[src/rtl/sync_cls_pkg.sv]
package sync_cls_pkg;
  typedef enum logic [1:0] {
    PK_NOISE = 2'd0,
    PK_LINE  = 2'd1,
    PK_FRAME = 2'd2
  } pulse_kind_e;

  // Frame check wins over line check
  function automatic pulse_kind_e judge_kind(input int unsigned w,
                                             input int unsigned line_thr,
                                             input int unsigned frame_thr);
    if (w >= frame_thr) return PK_FRAME;
    if (w >= line_thr)  return PK_LINE;
    return PK_NOISE;
  endfunction
endpackage

[src/rtl/sync_edge_track.sv]
module sync_edge_track (
  input  logic clk,
  input  logic rst_n,
  input  logic sync_in,
  output logic pulse_cont,
  output logic pulse_end,
  output logic idle
);
  logic prev_q;

  always_ff @(posedge clk) begin
    if (!rst_n) prev_q <= 1'b0;
    else        prev_q <= sync_in;
  end

  assign pulse_cont = sync_in & prev_q;
  assign pulse_end  = ~sync_in & prev_q;
  assign idle       = ~sync_in;

  AST_END_AFTER_HIGH: assert property (@(posedge clk) disable iff (!rst_n)
    pulse_end |-> $past(sync_in));
endmodule

[src/rtl/sat_width_counter.sv]
module sat_width_counter #(
  parameter int CNT_W = 12
) (
  input  logic             clk,
  input  logic             rst_n,
  input  logic             sync_in,
  input  logic             pulse_cont,
  output logic [CNT_W-1:0] count
);
  localparam logic [CNT_W-1:0] MAX_CNT = {CNT_W{1'b1}};
  localparam logic [CNT_W-1:0] ONE     = {{(CNT_W-1){1'b0}}, 1'b1};

  logic [CNT_W-1:0] nxt;

  always_comb begin
    nxt = count;
    if (sync_in) begin
      if (!pulse_cont)           nxt = ONE;
      else if (count != MAX_CNT) nxt = count + ONE;
    end
  end

  always_ff @(posedge clk) begin
    if (!rst_n) count <= '0;
    else        count <= nxt;
  end

  AST_NO_WRAP: assert property (@(posedge clk) disable iff (!rst_n)
    (sync_in && pulse_cont && count == MAX_CNT) |=> (count == MAX_CNT));
  AST_FIRST_ONE: assert property (@(posedge clk) disable iff (!rst_n)
    (sync_in && !pulse_cont) |=> (count == ONE));
endmodule

[src/rtl/limit_regs.sv]
module limit_regs #(
  parameter int CNT_W         = 12,
  parameter int LINE_DEFAULT  = 15,
  parameter int FRAME_DEFAULT = 1235
) (
  input  logic             clk,
  input  logic             rst_n,
  input  logic             idle,
  input  logic [CNT_W-1:0] line_thr_in,
  input  logic [CNT_W-1:0] frame_thr_in,
  output logic [CNT_W-1:0] line_thr,
  output logic [CNT_W-1:0] frame_thr
);
  always_ff @(posedge clk) begin
    if (!rst_n) begin
      line_thr  <= CNT_W'(LINE_DEFAULT);
      frame_thr <= CNT_W'(FRAME_DEFAULT);
    end else if (idle) begin
      line_thr  <= line_thr_in;
      frame_thr <= frame_thr_in;
    end
  end

  AST_LIMIT_FROZEN: assert property (@(posedge clk) disable iff (!rst_n)
    !idle |=> ($stable(line_thr) && $stable(frame_thr)));
endmodule

[src/rtl/pulse_judge.sv]
module pulse_judge
  import sync_cls_pkg::*;
#(
  parameter int CNT_W = 12
) (
  input  logic             clk,
  input  logic             rst_n,
  input  logic             pulse_end,
  input  logic [CNT_W-1:0] count,
  input  logic [CNT_W-1:0] line_thr,
  input  logic [CNT_W-1:0] frame_thr,
  output logic             line_evt,
  output logic             frame_evt,
  output logic [CNT_W-1:0] pulse_width
);
  pulse_kind_e kind;

  always_comb kind = judge_kind(int'(count), int'(line_thr), int'(frame_thr));

  always_ff @(posedge clk) begin
    if (!rst_n) begin
      line_evt    <= 1'b0;
      frame_evt   <= 1'b0;
      pulse_width <= '0;
    end else begin
      line_evt  <= pulse_end && (kind == PK_LINE);
      frame_evt <= pulse_end && (kind == PK_FRAME);
      if (pulse_end) pulse_width <= count;
    end
  end

  AST_ONE_KIND: assert property (@(posedge clk) disable iff (!rst_n)
    $onehot0({line_evt, frame_evt}));
  AST_LINE_SHORT: assert property (@(posedge clk) disable iff (!rst_n)
    line_evt |=> !line_evt);
  AST_FRAME_SHORT: assert property (@(posedge clk) disable iff (!rst_n)
    frame_evt |=> !frame_evt);
  AST_WIDTH_HOLD: assert property (@(posedge clk) disable iff (!rst_n)
    !pulse_end |=> $stable(pulse_width));
endmodule

[src/rtl/sync_width_classifier.sv]
module sync_width_classifier #(
  parameter int CNT_W         = 12,
  parameter int LINE_DEFAULT  = 15,
  parameter int FRAME_DEFAULT = 1235
) (
  input  logic             clk,
  input  logic             rst_n,
  input  logic             sync_in,
  input  logic [CNT_W-1:0] line_thr_in,
  input  logic [CNT_W-1:0] frame_thr_in,
  output logic             line_evt,
  output logic             frame_evt,
  output logic [CNT_W-1:0] pulse_width
);
  logic             pulse_cont, pulse_end, idle;
  logic [CNT_W-1:0] count, line_thr, frame_thr;

  sync_edge_track u_edge (
    .clk(clk), .rst_n(rst_n), .sync_in(sync_in),
    .pulse_cont(pulse_cont), .pulse_end(pulse_end), .idle(idle)
  );

  sat_width_counter #(.CNT_W(CNT_W)) u_cnt (
    .clk(clk), .rst_n(rst_n), .sync_in(sync_in),
    .pulse_cont(pulse_cont), .count(count)
  );

  limit_regs #(.CNT_W(CNT_W), .LINE_DEFAULT(LINE_DEFAULT),
               .FRAME_DEFAULT(FRAME_DEFAULT)) u_lim (
    .clk(clk), .rst_n(rst_n), .idle(idle),
    .line_thr_in(line_thr_in), .frame_thr_in(frame_thr_in),
    .line_thr(line_thr), .frame_thr(frame_thr)
  );

  pulse_judge #(.CNT_W(CNT_W)) u_judge (
    .clk(clk), .rst_n(rst_n), .pulse_end(pulse_end), .count(count),
    .line_thr(line_thr), .frame_thr(frame_thr),
    .line_evt(line_evt), .frame_evt(frame_evt), .pulse_width(pulse_width)
  );

  AST_STROBE_NEEDS_END: assert property (@(posedge clk) disable iff (!rst_n)
    (line_evt || frame_evt) |-> $past(pulse_end));
endmodule

[config.mk]
export PLATFORM = sky130hd
export DESIGN_NAME = sync_width_classifier
export DESIGN_NICKNAME = d
export VERILOG_FILES = /design/src/rtl/sync_cls_pkg.sv /design/src/rtl/sync_edge_track.sv /design/src/rtl/sat_width_counter.sv /design/src/rtl/limit_regs.sv /design/src/rtl/pulse_judge.sv /design/src/rtl/sync_width_classifier.sv
export SDC_FILE = /design/constraint.sdc
export NUM_CORES = 1
export LEC_CHECK = 0
export ABC_AREA = 1
export BUFFER_PORTS_ARGS = -buffer_cell sky130_fd_sc_hd__buf_2
export CORE_ASPECT_RATIO = 1.2
export CORE_MARGIN = 2
export CORE_UTILIZATION = 27
export CTS_BUF_LIST = sky130_fd_sc_hd__clkbuf_8
export DETAILED_ROUTE_END_ITERATION = 8
export SKIP_CTS_REPAIR_TIMING = 1
export SLEW_MARGIN = 20
export SYNTH_ARGS = -nofsm -noshare
export SYNTH_HDL_FRONTEND = slang
export SYNTH_SLANG_ARGS = --single-unit
[constraint.sdc]
create_clock -name clk -period 1.65 [get_ports clk]
set_clock_uncertainty 0.15 [all_clocks]
set_input_delay 0.4125 -clock clk [delete_from_list [all_inputs] [get_ports clk]]
set_output_delay 0.4125 -clock clk [all_outputs]
set_load 0.03 [all_outputs]
==> summary.txt <==
Floorplan
  – Die Y: 112 um
  – Area of the core: 9470 sq um
  – Die W: 94.0 um
  – Die ar.: 10500 sq um
  – Initial Util: 27.7%
  – Num ports: 41
  – Row count: 39

Global routing
  – Met1 Use GR: 15.8%
  – Initial antenna violation count: 0
  – Met2 Usage GRT: 20.6%
  – Grt total ovfl: 0
  – GRT Util Overall: 12.4%
  – GRT Max-Usage Layer: met2
  – First-pass GRT wire length: 10.5 mm
  – Grt met3 use: 2.98%
  – Vias in the first global route: 2296
  – Largest net degree at the start of global routing: 36

Power
  – Leakage: 1.57 nW
  – Max VDD drop: 0.262 mV
  – Power Total: 2.52 mW
  – PwrDens: 790 nW/um^2

Clock network
  – H-tree levels: 2
  – Clock latency on the worst-skew pair: 0.31 ns
  – TritonCTS clock tree: yes
  – Clock Tree Buf Depth: 2
  – CTS clk-pin slew, worst paths: 0.10 ns
  – # clock sinks: 51
  – Inserted Clock Buffers: 5
  – Clock Root Buffer: clkbuf_8

Final layout
  – Area grow syn2layout: 21.5%
  – Share of layout cells above drive strength 1: 21.6%
  – Final-stage net count: 453
  – ANT cells: 0
  – Layout Cells excl Fill: 525

Min path
  – HP Class: in2reg

Drt
  – WL per Instance: 11.9 um
  – Vias post-DR: 2339
  – DRC viols: 0
  – 1st-iter DRT viols: 111
  – First drt pass iteration count: 4
  – Routed Antenna Nets: 0
  – Total Routed Length: 6.24 mm
  – Post-DR vias/cell: 4.46

Timing
  – Final min period: 1.56 ns
  – Fmax: 641 MHz
  – Fin. max-slew vios: 0
  – Worst hold margin: 0.157 ns
  – Setup Viol. Count Final: 0
  – Slew margin rel.: 75.8%
  – Worst slew pin tran: 0.363 ns
  – Final Cycle Share: 94.5%
  – Fin. Hold Viols: 0
  – Setup_tns: 0 ns

Synthesis
  – Synth warn: 0
  – Post-synthesis register bit count: 51
  – Syn_area_per_cell: 7.49 sq um
  – Leading post-synthesis cells by cell area: dfxtp_1 39%, ha_1 12%, nand2_1 9.2%
  – Synth area leader: dfxtp_1
  – Syn Std Cell Area: 2620 sq um
  – Syn_nets: 402
  – Yosys cell types: 26
  – Synth top area share: 38.9%
  – Synth Instances: 350
  – Seq/Total Area, Yosys: 38.9%

Place
  – Final Wtd Congestion: 0.959
  – IO Port Bufs: 40
  – Placed insts: 516
  – Dpl hpwl: 4.88 mm

Critical path
  – CP Class: reg2reg
  – Crit end category: register
  – Startpoint types: register
  – R2r setup slk: 0.09 ns
  – Maximum fanout along the worst path: 6
  – Crit path DAT: 1.61 ns
  – Required time of the worst setup path: 1.70 ns

Flow run
  – Max-cap violations: 0

Run status
  – Outcome: complete, no violations
[through the flow]
step	instance area (sq um)	util, %	setup WS, ns
finish	3190	33.7	0.0908
global route	3190	33.7	-0.00212
CTS	3160	33.4	0.0288
detailed placement	3050	32.2	0.0595
global placement	3050	32.2	0.0317
floorplan	2620	-	0.139
[cell usage after synthesis]
| master | n |
|---|---|
| a21boi_0 | 2 |
| a21oi_1 | 44 |
| buf_2 | 4 |
| buf_4 | 2 |
| clkbuf_1 | 7 |
| dfxtp_1 | 51 |
| ha_1 | 25 |
| inv_1 | 50 |
| inv_2 | 1 |
| inv_4 | 1 |
| nand2_1 | 64 |
| nand2_2 | 1 |
| nand2_4 | 3 |
| nand3_1 | 16 |
| nand4_1 | 3 |
| nand4_4 | 1 |
| nor2_1 | 22 |
| nor2_2 | 2 |
| nor2_8 | 1 |
| nor3_1 | 1 |
| nor3_2 | 1 |
| o211ai_1 | 8 |
| o21a_1 | 1 |
| o21ai_0 | 34 |
| o21ai_1 | 4 |
| or2_2 | 1 |
[cells in the final DEF, fill, tap and decap left out, types with 8 or more instances in the layout]
cell type  count
dfxtp_1       45
ha_1          24
nand2_1       64
buf_4         15
o21ai_0       33
buf_2         40
nand3_1       16
a21oi_1       43
o211ai_1       8
nor2_1        22
inv_1         49
[report_power, final]
part | internal, mW | switching [mW]
sequential | 1.29 | 0.0239
combinational | 0.119 | 0.195
clock | 0.452 | 0.437
total | 1.86 | 0.656
[state kept, by name, indices dropped and copies added, names as in the netlist]
register,cells
u_edge.prev_q,1
u_judge.frame_evt,1
u_judge.line_evt,1
u_cnt.count,12
u_lim.line_thr,12
u_judge.pulse_width,12
u_lim.frame_thr,12
[final timing paths]
path / from / end / depth (start not counted)
worst max-delay path: u_cnt.count[0] / u_cnt.count[3] / 8
worst min-delay path: line_thr_in[0] / u_lim.line_thr[0] / 3
worst max register to register: u_cnt.count[0] / u_cnt.count[3] / 8
worst min register to register: u_lim.line_thr[6] / u_lim.line_thr[6] / 2
[worst max-delay path, stage by stage (launching register included)]
cell and delay [ns]:
dfxtp_2 0.38, ha_2 0.21, nand2_4 0.08, nor2_8 0.16, nand4_4 0.14, nand2_4 0.14
inv_4 0.04, nor2_1 0.10, nor2_1 0.06
[cells by family (layout without fill, tap and decap cells)]
logic type | Yosys count | count (layout) | synth area share [%]
AND/OR/NAND/NOR | 116 | 117 | 20.5
AO/OA/AOI/OAI | 93 | 93 | 18.8
buffers and inverters | 65 | 116 | 9.88
flip-flops | 51 | 51 | 38.9
adder cells (fa/ha/maj) | 25 | 25 | 11.9
[layout make-up]
class | count | area [sq um]
Clock buffer | 5 | 68.8
Clock inverter | 3 | 43.8
Fill cell | 1051 | 6280
Inverter | 52 | 198
Multi-Input combinational cell | 235 | 1360
Sequential cell | 51 | 1030
Tap cell | 123 | 154
Timing Repair Buffer | 56 | 333
[layer usage]
metal	vias to the layer above	part of all wire [%]
met5	-	0
met4	0	1.6
met3	10	4.8
met2	47	48
met1	1026	45
li1	1256	-
Power figures use the tool's default switching activity.
